**config.mk**
```make
export PLATFORM = sky130hd
export DESIGN_NAME = ref_sync_divider
export DESIGN_NICKNAME = d
export VERILOG_FILES = /design/src/rtl/rsd_pkg.sv /design/src/rtl/rsd_level_sync.sv /design/src/rtl/rsd_ref_phase.sv /design/src/rtl/rsd_period_ctrl.sv /design/src/rtl/ref_sync_divider.sv
export SDC_FILE = /design/constraint.sdc
export NUM_CORES = 1
export LEC_CHECK = 0
export BUFFER_PORTS_ARGS = -buffer_cell sky130_fd_sc_hd__buf_2
export CORE_MARGIN = 5
export CORE_UTILIZATION = 58
export DETAILED_ROUTE_END_ITERATION = 6
export HOLD_SLACK_MARGIN = 0.02
export PLACE_DENSITY = 0.78
export SLEW_MARGIN = 10
export SYNTH_ARGS = -nofsm -noshare
export SYNTH_HDL_FRONTEND = slang
export SYNTH_HIERARCHICAL = 1
export SYNTH_SLANG_ARGS = --single-unit
```
**constraint.sdc**
```tcl
create_clock -name clk -period 2.2 [get_ports clk]
set_input_delay 0.22 -clock clk [delete_from_list [all_inputs] [get_ports clk]]
set_output_delay 0.22 -clock clk [all_outputs]
set_load 0.01 [all_outputs]
```
**src/rtl/rsd_pkg.sv**
```systemverilog
package rsd_pkg;

  // Strobes the reference phase counter hands to the period controller.
  typedef struct packed {
    logic wrap;       // this cycle is the last one of a reference period
    logic high_next;  // reference output will be high next cycle
  } rsd_phase_t;

endpackage

```
**src/rtl/rsd_level_sync.sv**
```systemverilog
module rsd_level_sync #(
  parameter int STAGES = 2
) (
  input  logic clk,
  input  logic rst,
  input  logic async_i,
  output logic rise_o
);
  // One extra flop past the synchronizer keeps the previous settled level.
  localparam int CHAIN_W = STAGES + 1;

  logic [CHAIN_W-1:0] chain_q;

  always_ff @(posedge clk) begin
    if (rst) chain_q <= '0;
    else     chain_q <= {chain_q[CHAIN_W-2:0], async_i};
  end

  generate
    if (STAGES >= 1) begin : g_edge
      assign rise_o = chain_q[STAGES-1] & ~chain_q[STAGES];
    end else begin : g_bad
      assign rise_o = 1'b0;
    end
  endgenerate

endmodule

```
**src/rtl/rsd_ref_phase.sv**
```systemverilog
module rsd_ref_phase
  import rsd_pkg::*;
#(
  parameter int CYC_PER_REF = 10,
  parameter int REF_HIGH    = 5
) (
  input  logic       clk,
  input  logic       rst,
  output rsd_phase_t phase_o,
  output logic       ref_o
);
  localparam int PH_W = (CYC_PER_REF > 1) ? $clog2(CYC_PER_REF) : 1;
  localparam logic [PH_W-1:0] PH_LAST = PH_W'(CYC_PER_REF - 1);
  localparam logic [PH_W-1:0] PH_HIGH = PH_W'(REF_HIGH);

  logic [PH_W-1:0] ph_q;
  logic [PH_W-1:0] ph_d;

  always_comb begin
    ph_d              = (ph_q == PH_LAST) ? '0 : ph_q + PH_W'(1);
    phase_o.wrap      = (ph_q == PH_LAST);
    phase_o.high_next = (ph_d < PH_HIGH);
  end

  // Reset parks the count on the last phase so the first edge out of reset
  // is a reference rising edge.
  always_ff @(posedge clk) begin
    if (rst) begin
      ph_q  <= PH_LAST;
      ref_o <= 1'b0;
    end else begin
      ph_q  <= ph_d;
      ref_o <= phase_o.high_next;
    end
  end

endmodule

```
**src/rtl/rsd_period_ctrl.sv**
```systemverilog
module rsd_period_ctrl #(
  parameter int DIV_W = 8
) (
  input  logic             clk,
  input  logic             rst,
  input  logic             wrap_i,
  input  logic             rise_i,
  input  logic [DIV_W-1:0] div_value,
  input  logic             div_load,
  output logic             pulse_o
);
  localparam logic [DIV_W-1:0] ONE = DIV_W'(1);

  logic [DIV_W-1:0] shadow_q;
  logic [DIV_W-1:0] n_q;
  logic [DIV_W-1:0] per_q;
  logic             pend_q;
  logic [DIV_W-1:0] load_val;
  logic             restart_now;
  logic             boundary;
  logic             realign;

  always_comb begin
    load_val    = (div_value == '0) ? ONE : div_value;
    restart_now = wrap_i & (rise_i | pend_q);
    boundary    = wrap_i & (per_q == n_q - ONE);
    realign     = restart_now | boundary;
  end

  always_ff @(posedge clk) begin
    if (rst) begin
      shadow_q <= ONE;
      n_q      <= ONE;
      per_q    <= '0;
      pend_q   <= 1'b0;
      pulse_o  <= 1'b0;
    end else begin
      if (realign) begin
        per_q <= '0;
        n_q   <= shadow_q;
      end else if (wrap_i) begin
        per_q <= per_q + ONE;
      end
      pend_q  <= (pend_q | rise_i) & ~wrap_i;
      if (div_load) shadow_q <= load_val;
      pulse_o <= realign;
    end
  end

endmodule

```
**src/rtl/ref_sync_divider.sv**
```systemverilog
module ref_sync_divider
  import rsd_pkg::*;
#(
  parameter int CYC_PER_REF = 10,
  parameter int REF_HIGH    = 5,
  parameter int DIV_W       = 8,
  parameter int SYNC_STAGES = 2
) (
  input  logic             clk,
  input  logic             rst,
  input  logic [DIV_W-1:0] div_value,
  input  logic             div_load,
  input  logic             restart_in,
  output logic             ref_clk_o,
  output logic             sync_pulse_o
);
  rsd_phase_t phase;
  logic       rise;

  rsd_level_sync #(.STAGES(SYNC_STAGES)) u_sync (
    .clk     (clk),
    .rst     (rst),
    .async_i (restart_in),
    .rise_o  (rise)
  );

  rsd_ref_phase #(.CYC_PER_REF(CYC_PER_REF), .REF_HIGH(REF_HIGH)) u_phase (
    .clk     (clk),
    .rst     (rst),
    .phase_o (phase),
    .ref_o   (ref_clk_o)
  );

  rsd_period_ctrl #(.DIV_W(DIV_W)) u_period (
    .clk       (clk),
    .rst       (rst),
    .wrap_i    (phase.wrap),
    .rise_i    (rise),
    .div_value (div_value),
    .div_load  (div_load),
    .pulse_o   (sync_pulse_o)
  );

endmodule

```
Yosys cells after proc, flatten, opt, wreduce, memory -nomap -nowiden:

Index checks and enable logic that the tools add are counted.

* word-level logic and storage cells: 26
* bits of input ports: 12
* bits in registers: 34

* add/sub/neg operators: 3
* equality and inequality tests: 2
* $lt $le $gt $ge: 1
* bitwise operators: 8
* reductions and logical operators: 2
* mux-type cells: 2

Operators with widths (count)
* $add 8x1->8 const B: 1
* $eq 8x8->1: 1
* $logic_not 8->1: 1
* $mux 8: 1
* $sub 8x1->8 const B: 1
* $add 4x1->4 const B: 1
* $and 1x1->1: 4
* $eq 4x4->1 const B: 1
* $lt 4x3->1 const B: 1
* $mux 4: 1
* $not 1->1: 2
* $or 1x1->1: 2
* $reduce_or 2->1: 1

Longest topological paths before layout:

Gate-level depths: netlist (run 1).

* depth in word-level cells: 6
* mapped depth: 10
* depth with buffers taken out: 8

Modules after synthesis:

Netlist (run 1), hierarchy kept.

Modules (own cells, without submodules)
* rsd_period_ctrl: area an instance 1338.8 um2, seq. area each 520.5 um2, cells an instance 144, instances 1
* rsd_ref_phase: area an instance 220.2 um2, seq. area each 100.1 um2, cells an instance 26, instances 1
* rsd_level_sync: area an instance 87.6 um2, seq. area each 60.1 um2, cells an instance 7, instances 1

Worst setup path after synthesis (run 1):

OpenSTA, ideal clock, no wires.

* kind: reg-to-reg
* start point: register u_period.n_q[0]
* end point: register u_period.n_q[0]
* stages on the path, launching flop included: 11
* slack: 296 ps
* arrival: 1785 ps
* library setup time: 119 ps
* path through: dfxtp_1 -> inv_1 -> ha_1 -> clkbuf_1 -> xnor2_1 -> a21oi_1 -> o2111ai_1 -> nor4_4 -> a21oi_2 -> buf_6 -> mux2i_1

* cells in the longest elaborated chain, start to end: 4

RTL lines
* from (decl): RTL line rsd_period_ctrl.sv:15 `logic [DIV_W-1:0] n_q;`
* from (signal assigned): RTL line rsd_period_ctrl.sv:40 `n_q <= shadow_q;`
* $sub 8x1->8: RTL line rsd_period_ctrl.sv:26 `boundary = wrap_i & (per_q == n_q - ONE);`
* $eq 8x8->1: RTL line rsd_period_ctrl.sv:26
* $and 1x1->1: RTL line rsd_period_ctrl.sv:26
* $or 1x1->1: RTL line rsd_period_ctrl.sv:27 `realign = restart_now | boundary;`

Every way passes these cells.
A chain may end at the register's enable or synchronous reset.

Worst setup path after layout (run 1):

* start point: register u_period.n_q[0]
* end point: register u_period.n_q[5]

Same word-level chain as after synthesis.

==> flow_summary.ini, run 1 <==
[timing]
fin_skew_ps = 5.76
period_share_pct = 90.8
max_freq_mhz = 501
fin_crit_ps = 2000
worst_pin_slew_ps = 503
max-slew-margin-rel_pct = 66.5
setup_viol = 0
slew_viol_final = 0
grt_setup_unrepaired = no
final.setup.tns_ps = 0
hold_viol = 0

[critical_path]
critPathTopFamily = compound AO/OA/AOI/OAI gates
cp.depth = 9
startpoint = u_period/n_q[0]$_SDFFE_PP1P_
rr_worst_depth = 9
cp-end-kind = flip-flop
r2r_end = u_period/n_q[5]$_SDFFE_PP0P_
required_ps = 2420
slowest_delay_ps = 400
cp.arrival_ps = 2220
r2r-start = u_period/n_q[0]$_SDFFE_PP1P_
crit_type = reg -> reg
startpoint_type = flip-flop
crit_chain = inv_1 > ha_2 > xnor2_1 > a21oi_1 > o2111ai_1 > nor4_4 > a21oi_2 > buf_4 > mux2i_1
r2r_slack_ps = 200
crit_slowest_cell = dfxtp_2
critPathMaxFanout = 9
worst-path-buf-inv = 2

[clocking]
clockBufferDepth = 2
cts-root-buf = clkbuf_4
htreeDepth = 2
numCtsBuffers = 5
cts.sinks = 34
cts_tree = yes
clk_pin_slew_ps = 100
cts_setup_buffers = 0
clock_latency_ps = 330

[routing]
num_vias = 1192
drt-total-wl_mm = 2.87
drtPass1Iterations = 4
first_iter_violations = 52
drc = 0
routedWlPerCell_um = 13.0
final_antenna_net_count = 0
routed_via_density = 5.39

[grt]
grt_pass1_vias = 1120
grtUsageTotal_pct = 15.4
antenna_found_initial = 0
grt_max_degree = 38
overflow = 0
grt_pass1_wl_mm = 4.93

[placed_design]
io_buffer_count = 13
gp_congestion = 0.809
place_hpwl_mm = 2.09

[cells_and_area]
layout-drive-gt1-share_pct = 17.9
nNetsFinal = 204
fillers = 220
antenna_cells = 0
post-route-util_pct = 64.9
area_growth_pct = 8.16

[floorplanning]
die_width_um = 63.2
num_io_pins = 14
core.rowCount = 19
start_util_pct = 60.0
die_area_mm2 = 0.00399
core_mm2 = 0.00273
fp.dieH_um = 63.2

[status]
status = finished, final reports clean

[worst_hold_path]
min_to = u_sync/chain_q[0]$_SDFF_PP0_
timing.hold.worst_path_depth = 2
min_from = restart_in
hp-class = in -> reg

[pwr]
power_density_mw_per_mm2 = 753
ir_worst_vdd_mv = 0.547
p_leak_nw = 0.735

[flow_run]
max_cap_violations = 0

[synth]
syn_nets = 190
syn_area_mm2 = 0.00164
ys_warn_count = 6
avgSynthCellArea_um2 = 9.33
synth_cells = 176
## flip-flops by register name, indices dropped and copies added, names as in the netlist
register,cells
u_period/pend_q,1
u_period/shadow_q,8
u_period/n_q,8
u_period/per_q,8
u_period/pulse_o,1
u_phase/ph_q,4
u_sync/chain_q,3
u_phase/ref_o,1
## placed cells by master, fill, tap and decap left out, types with 2 or more instances in the layout
cell / count
a21oi_1: 6
buf_2: 13
buf_4: 2
clkbuf_4: 5
clkinv_2: 2
dfxtp_1: 32
dfxtp_2: 2
inv_1: 3
mux2i_1: 16
nand2_1: 9
nand2b_1: 16
nand4_1: 4
nor2_1: 23
nor2b_1: 8
nor3_1: 4
nor4_4: 2
o21bai_1: 2
or2_2: 2
xnor2_1: 11
xor2_1: 8
## layer usage
metal | part of all wire [%] | global-route usage (%) | vias up | wire length (um)
met2 | 48 | 24.0 | 26 | 1390
met5 | 0 | 0 | - | 0
met1 | 45 | 19.2 | 542 | 1280
met4 | 1.5 | 7.27 | 0 | 43
li1 | - | - | 619 | -
met3 | 5.4 | 5.15 | 5 | 156
## worst max path at each step
stage	end
2_1_floorplan	u_period/n_q[0]$_SDFFE_PP1P_
3_3_place_gp	u_period/n_q[0]$_SDFFE_PP1P_
3_5_place_dp	u_period/n_q[5]$_SDFFE_PP0P_
4_1_cts	u_period/n_q[5]$_SDFFE_PP0P_
5_1_grt	u_period/n_q[5]$_SDFFE_PP0P_
6_report	u_period/n_q[5]$_SDFFE_PP0P_
## worst register-to-register path, cell delays in order (launching register included)
cell	delay (ps)
dfxtp_2	400
inv_1	60
ha_2	230
xnor2_1	150
a21oi_1	150
o2111ai_1	180
nor4_4	320
a21oi_2	100
buf_4	190
mux2i_1	130
## report_power, final
group / total (mW) / internal, mW / switching [mW]
logic: 0.314 / 0.157 / 0.157
clock network: 0.312 / 0.115 / 0.197
registers: 0.712 / 0.661 / 0.0505
## timing repair
item	in CTS	in global routing
hold buffers	0	0
resized for setup	0	3
endpoints found under the setup margin	0	8
## cell type report
cell class | instances | area [um^2] | share of cell area [%]
multi-input cells | 131 | 915 | 51.5
flip-flops and latches | 34 | 683 | 38.5
repair buffers | 15 | 80.1 | 4.51
well taps | 31 | 38.8 | 2.18
clock buffers | 5 | 37.5 | 2.11
inverters | 3 | 11.3 | 0.634
clock inverters | 2 | 10.0 | 0.564
## stage by stage
stage | std cells | area [um^2] | power [mW] | hold WS, ps | worst slack [ps]
2_1_floorplan | 176 | 1640 | 0.974 | 292 | 296
3_3_place_gp | 214 | 1720 | 1.02 | 431 | 273
3_5_place_dp | 214 | 1720 | 1.04 | 433 | 176
4_1_cts | 221 | 1770 | 1.35 | 87.2 | 151
5_1_grt | 221 | 1780 | 1.42 | 103 | 20.4
6_report | 221 | 1780 | 1.34 | 105 | 202
Power figures use the tool's default switching activity.
==> run 2: changes to the inputs <==
--- a/config.mk
+++ b/config.mk
@@ -5,6 +5,7 @@
 export SDC_FILE = /design/constraint.sdc
 export NUM_CORES = 1
 export LEC_CHECK = 0
+export ABC_AREA = 1
 export BUFFER_PORTS_ARGS = -buffer_cell sky130_fd_sc_hd__buf_2
 export CORE_MARGIN = 5
 export CORE_UTILIZATION = 58
==> run 2 against run 1 <==
Routed wire length is 2.4% higher. Sequential power is 6.5% higher. Final area hardly changed. Utilization is 0.62 points higher. Setup slack better by 55 ps. First-iteration DRC count is 19% higher. Clock skew is 2.4 ps lower. Die area is 1.5% lower. Via count is 15% higher.
==> flow_summary.ini, run 2 <==
[clocking]
clockBufferDepth = 2
postCtsHoldBufs = 0
cts_setup_buffers = 0
clk_pin_slew_ps = 100
cts.sinks = 34
cts_resized = 0
htreeDepth = 2
cts-root-buf = clkbuf_4
clock_latency_ps = 330
cts_tree = yes
numCtsBuffers = 5

[timing]
worst_pin_slew_ps = 649
fin_skew_ps = 3.40
setup_viol = 0
max_freq_mhz = 515
max-slew-margin-rel_pct = 56.7
period_share_pct = 88.3
grt_setup_unrepaired = no
fin_crit_ps = 1940
hold_viol = 0
final.setup.tns_ps = 0
slew_viol_final = 0

[worst_hold_path]
hp-class = in -> reg
min_to = u_sync/chain_q[0]$_SDFF_PP0_
timing.hold.worst_path_depth = 3
min_from = restart_in

[floorplanning]
core_mm2 = 0.00271
num_io_pins = 14
fp.dieH_um = 62.7
die_area_mm2 = 0.00393
core.rowCount = 19
start_util_pct = 59.5
die_width_um = 62.7

[routing]
num_vias = 1375
routedWlPerCell_um = 10.6
drtPass1Iterations = 4
routed_via_density = 4.96
final_antenna_net_count = 0
drc = 0
drt-total-wl_mm = 2.94
first_iter_violations = 62

[status]
status = finished, final reports clean

[critical_path]
rr_worst_depth = 13
cp-end-kind = flip-flop
cp_common_cell = nand2_1
required_ps = 2480
crit_slowest_cell = dfxtp_1
slowest_delay_ps = 410
r2r_slack_ps = 260
crit_chain = inv_1 > ha_1 > inv_1 > nand2_1 > nand3_1 > nand2_1 > nor2_1 > nand2_1 > nor2_1 > nand4_2 > nand2_1 > nand3_1 > nand2_1
critPathMaxFanout = 8
cp.arrival_ps = 2220
crit_type = reg -> reg
startpoint_type = flip-flop
r2r_end = u_period/n_q[2]$_SDFFE_PP0P_
r2r-start = u_period/n_q[0]$_SDFFE_PP1P_

[cells_and_area]
seq_area_um2 = 681
final_common_cell = nor2_1
antenna_cells = 0
top_regs = u_period/n_q: 8 flops, u_period/per_q: 8 flops, u_period/shadow_q: 8 flops
nNetsFinal = 259
fillers = 264
multi_input_area_um2 = 812
layout-drive-gt1-share_pct = 13.0
area_growth_pct = 10.2
post-route-util_pct = 65.6
layout_common_cells = nor2_1, nand2_1, dfxtp_1, inv_1, nand3_1

[pwr]
ir_worst_vdd_mv = 0.652
power_density_mw_per_mm2 = 918
p_leak_nw = 0.850

[grt]
grt_pass1_vias = 1287
antenna_found_initial = 0
grtUsageTotal_pct = 16.9
grt_max_degree = 25
grt_pass1_wl_mm = 5.37
overflow = 0

[placed_design]
gp_congestion = 0.871
place_hpwl_mm = 2.19
io_buffer_count = 13

[synth]
synth_cells = 226
ys_warn_count = 6
avgSynthCellArea_um2 = 7.13
syn_area_mm2 = 0.00161
syn_nets = 240

[flow_run]
max_cap_violations = 0
-- run 2: worst max-delay path by stage --
| stage | start | endpoint | slack, ps | cells past startpoint |
|---|---|---|---|---|
| 6_report | u_period/n_q[0]$_SDFFE_PP1P_ | u_period/n_q[2]$_SDFFE_PP0P_ | 260 | 13 |
| 4_1_cts | u_period/n_q[0]$_SDFFE_PP1P_ | u_period/n_q[2]$_SDFFE_PP0P_ | 280 | 13 |
| 2_1_floorplan | u_period/n_q[0]$_SDFFE_PP1P_ | u_period/n_q[0]$_SDFFE_PP1P_ | 490 | 13 |
| 5_1_grt | u_phase/ph_q[2]$_SDFF_PP0_ | u_period/per_q[6]$_SDFFE_PP0P_ | 40 | 10 |
| 3_5_place_dp | u_period/n_q[0]$_SDFFE_PP1P_ | u_period/n_q[2]$_SDFFE_PP0P_ | 290 | 13 |
| 3_3_place_gp | u_period/n_q[0]$_SDFFE_PP1P_ | u_period/per_q[4]$_SDFFE_PP0P_ | 360 | 13 |
-- run 2: layer usage --
metal	part of all wire [%]	up-vias	GRT usage, %	wire length [um]
li1	-	754	-	-
met1	48	596	19.8	1400
met2	47	21	27.5	1370
met3	4.5	4	6.47	133
met4	1.1	0	6.63	33
met5	0	-	0	0
-- run 2: critical path: cells and delay by family, from the launching register on --
kind	cells	cell delay [ps]
AND/OR/NAND/NOR	10	970
buffers and inverters	2	220
flip-flops	1	410
adder cells (fa/ha/maj)	1	290
-- run 2: report_power, final --
part,switching [mW],internal (mW),leakage [nW]
logic,0.310,0.209,0.536
registers,0.0702,0.688,0.279
clock network,0.199,0.155,0.0353
total,0.579,1.05,0.850
-- run 2: layout make-up --
| type | instances | share of cell area [%] |
|---|---|---|
| Tap cell | 31 | 2.18 |
| Sequential cell | 34 | 38.3 |
| Inverter | 24 | 5.07 |
| Multi-Input combinational cell | 163 | 45.7 |
| Clock inverter | 1 | 0.282 |
| Clock buffer | 7 | 3.10 |
| Timing Repair Buffer | 17 | 5.35 |
-- run 2: through the flow --
step / area, um^2 / hold slack (ps) / setup slack (ps) / total power [mW] / instances
final: 1780 / 88.5 / 257 / 1.63 / 277
after floorplan: 1610 / 282 / 490 / 1.18 / 226
after global routing: 1780 / 75.6 / 37.1 / 1.77 / 277
after CTS: 1780 / 72.4 / 277 / 1.65 / 277
after detailed placement: 1720 / 405 / 293 / 1.29 / 269
after global placement: 1720 / 388 / 361 / 1.28 / 269
==> run 3: changes to the inputs <==
--- a/config.mk
+++ b/config.mk
@@ -7,11 +7,13 @@
 export LEC_CHECK = 0
 export ABC_AREA = 1
 export BUFFER_PORTS_ARGS = -buffer_cell sky130_fd_sc_hd__buf_2
-export CORE_MARGIN = 5
+export CORE_MARGIN = 2
 export CORE_UTILIZATION = 58
 export DETAILED_ROUTE_END_ITERATION = 6
 export HOLD_SLACK_MARGIN = 0.02
+export MAX_ROUTING_LAYER = met4
 export PLACE_DENSITY = 0.78
+export SETUP_SLACK_MARGIN = 0.05
 export SLEW_MARGIN = 10
 export SYNTH_ARGS = -nofsm -noshare
 export SYNTH_HDL_FRONTEND = slang
==> run 3 against run 2 <==
First-iteration DRC count fell by 26%. Clock skew rose by 0.98 ps. Global-route usage rose by 5.0 points. Via count rose by 1.5%. Clock power barely moved. Critical endpoint is now u_period/n_q[1]$_SDFFE_PP0P_. Maximum frequency fell by 1.4%. Final cell count fell by 0.36%. Final area barely moved. Routed wire length rose by 3.0%. Die area fell by 18%.
==> flow_summary.ini, run 3 (synthesis results as in run 2) <==
[status]
status = finished, final reports clean

[cells_and_area]
nNetsFinal = 258
layout-drive-gt1-share_pct = 13.9
area_growth_pct = 10.2
layout.cells.non_filler = 276
final_common_cell = nor2_1
top_regs = u_period/n_q: 8 flops, u_period/per_q: 8 flops, u_period/shadow_q: 8 flops
layout_common_cells = nor2_1, nand2_1, dfxtp_1, inv_1, nand3_1
antenna_cells = 0
stdcell_area_mm2 = 0.00178

[critical_path]
cp.depth = 13
cp_common_cell = nand2_1
crit_slowest_cell = dfxtp_2
required_ps = 2440
critPathTopFamily = simple AND/OR/NAND/NOR gates
crit_chain = inv_1 > ha_2 > nand2_1 > inv_1 > nor2_1 > nand2_1 > nor2_1 > nand2_1 > nor2_1 > nand4_2 > buf_4 > nand4_1 > nand2_1
rr_worst_depth = 13
cp.arrival_ps = 2210
slowest_delay_ps = 350
worst-path-buf-inv = 3
crit_type = reg -> reg
r2r_end = u_period/n_q[1]$_SDFFE_PP0P_
cp-end-kind = flip-flop
r2r_slack_ps = 230
critPathMaxFanout = 7
r2r-start = u_period/n_q[0]$_SDFFE_PP1P_
startpoint_type = flip-flop

[clocking]
clock_latency_ps = 340
clk_pin_slew_ps = 100
cts-root-buf = clkbuf_4
numCtsBuffers = 5
cts.sinks = 34
cts_tree = yes
clockBufferDepth = 2
htreeDepth = 2
postCtsHoldBufs = 0

[floorplanning]
die_area_mm2 = 0.00322
start_util_pct = 60.0
num_io_pins = 14
core.rowCount = 19
fp.dieH_um = 56.7
die_width_um = 56.7
core_mm2 = 0.00269

[routing]
routedWlPerCell_um = 11.0
drt-total-wl_mm = 3.03
num_vias = 1396
first_iter_violations = 46
routed_via_density = 5.06
final_antenna_net_count = 0
drtPass1Iterations = 4
drc = 0

[grt]
grtUsageTotal_pct = 21.8
grt_max_degree = 25
grt_pass1_wl_mm = 5.26
overflow = 0
grt_pass1_vias = 1301
antenna_found_initial = 0

[placed_design]
io_buffer_count = 13
placed_area_mm2 = 0.00170
place_ws_ps = 125
gp_congestion = 0.868
place_hpwl_mm = 2.18
place_inst = 267

[timing]
fin_ws_ps = 230
fin_skew_ps = 4.38
hold_viol = 0
slew_viol_final = 0
worst_pin_slew_ps = 792
period_share_pct = 89.5
final.setup.tns_ps = 0
max_freq_mhz = 508
grt_setup_unrepaired = no
fin_crit_ps = 1970
max-slew-margin-rel_pct = 46.9
setup_viol = 0

[worst_hold_path]
hp-class = in -> reg
timing.hold.worst_path_depth = 3
min_from = restart_in
min_to = u_sync/chain_q[0]$_SDFF_PP0_

[pwr]
total_power_mw = 1.65
power_density_mw_per_mm2 = 928
ir_worst_vdd_mv = 0.747
p_leak_nw = 0.843

[flow_run]
max_cap_violations = 0
[run 3: cell count changes in the layout (fill, tap and decap cells not counted), sizes merged]
cell and delta:
buf -1
[run 3: through the flow]
| step | util [%] | hold WS [ps] |
|---|---|---|
| after floorplan | - | 282 |
| after global placement | 63.3 | 389 |
| after detailed placement | 63.3 | 398 |
| after CTS | 65.6 | 72.6 |
| after global routing | 66.1 | 82.0 |
| final | 66.1 | 82.3 |
[run 3: area by class of cell]
| cell class | instances | area, um^2 |
|---|---|---|
| tap | 31 | 38.8 |
| clock buffer | 7 | 55.1 |
| timing repair buffer | 16 | 87.6 |
| inverter | 24 | 90.1 |
| sequential | 34 | 682 |
| fill | 254 | 911 |
| multi-input combinational | 163 | 817 |
| clock inverter | 1 | 5.00 |
[run 3: metal layers]
metal	up-vias	share of wire [%]	GRT usage [%]
met5	-	0	-
li1	757	-	-
met1	610	46	24.2
met4	0	1.5	8.16
met3	5	3.7	6.22
met2	24	49	37.0
[run 3: timing repair]
action	CTS	global route
buffers inserted	0	1
endpoints found under the setup margin	0	8
resized for setup	0	4
[run 3: how the worst max path moves through the flow]
stage,from,endpoint,slack (ps)
floorplan,u_period/n_q[0]$_SDFFE_PP1P_,u_period/n_q[0]$_SDFFE_PP1P_,490
global placement,u_sync/chain_q[1]$_SDFF_PP0_,u_period/n_q[0]$_SDFFE_PP1P_,160
detailed placement,u_sync/chain_q[1]$_SDFF_PP0_,u_period/n_q[0]$_SDFFE_PP1P_,120
CTS,u_sync/chain_q[1]$_SDFF_PP0_,u_period/n_q[0]$_SDFFE_PP1P_,100
global route,u_period/n_q[0]$_SDFFE_PP1P_,u_period/n_q[1]$_SDFFE_PP0P_,60
finish,u_period/n_q[0]$_SDFFE_PP1P_,u_period/n_q[1]$_SDFFE_PP0P_,230
[run 3: where the power goes]
part,internal [mW],total [mW],switching (mW)
Sequential,0.689,0.758,0.0691
Clock,0.155,0.356,0.201
Combinational,0.216,0.535,0.318
Total,1.06,1.65,0.588
[run 3: worst reg2reg max path, stage by stage (launching register included)]
cell and delay [ps]:
dfxtp_2 350, inv_1 140, ha_2 300, nand2_1 70, inv_1 30, nor2_1 70, nand2_1 60, nor2_1 110
nand2_1 50, nor2_1 110, nand4_2 190, buf_4 230, nand4_1 80, nand2_1 70
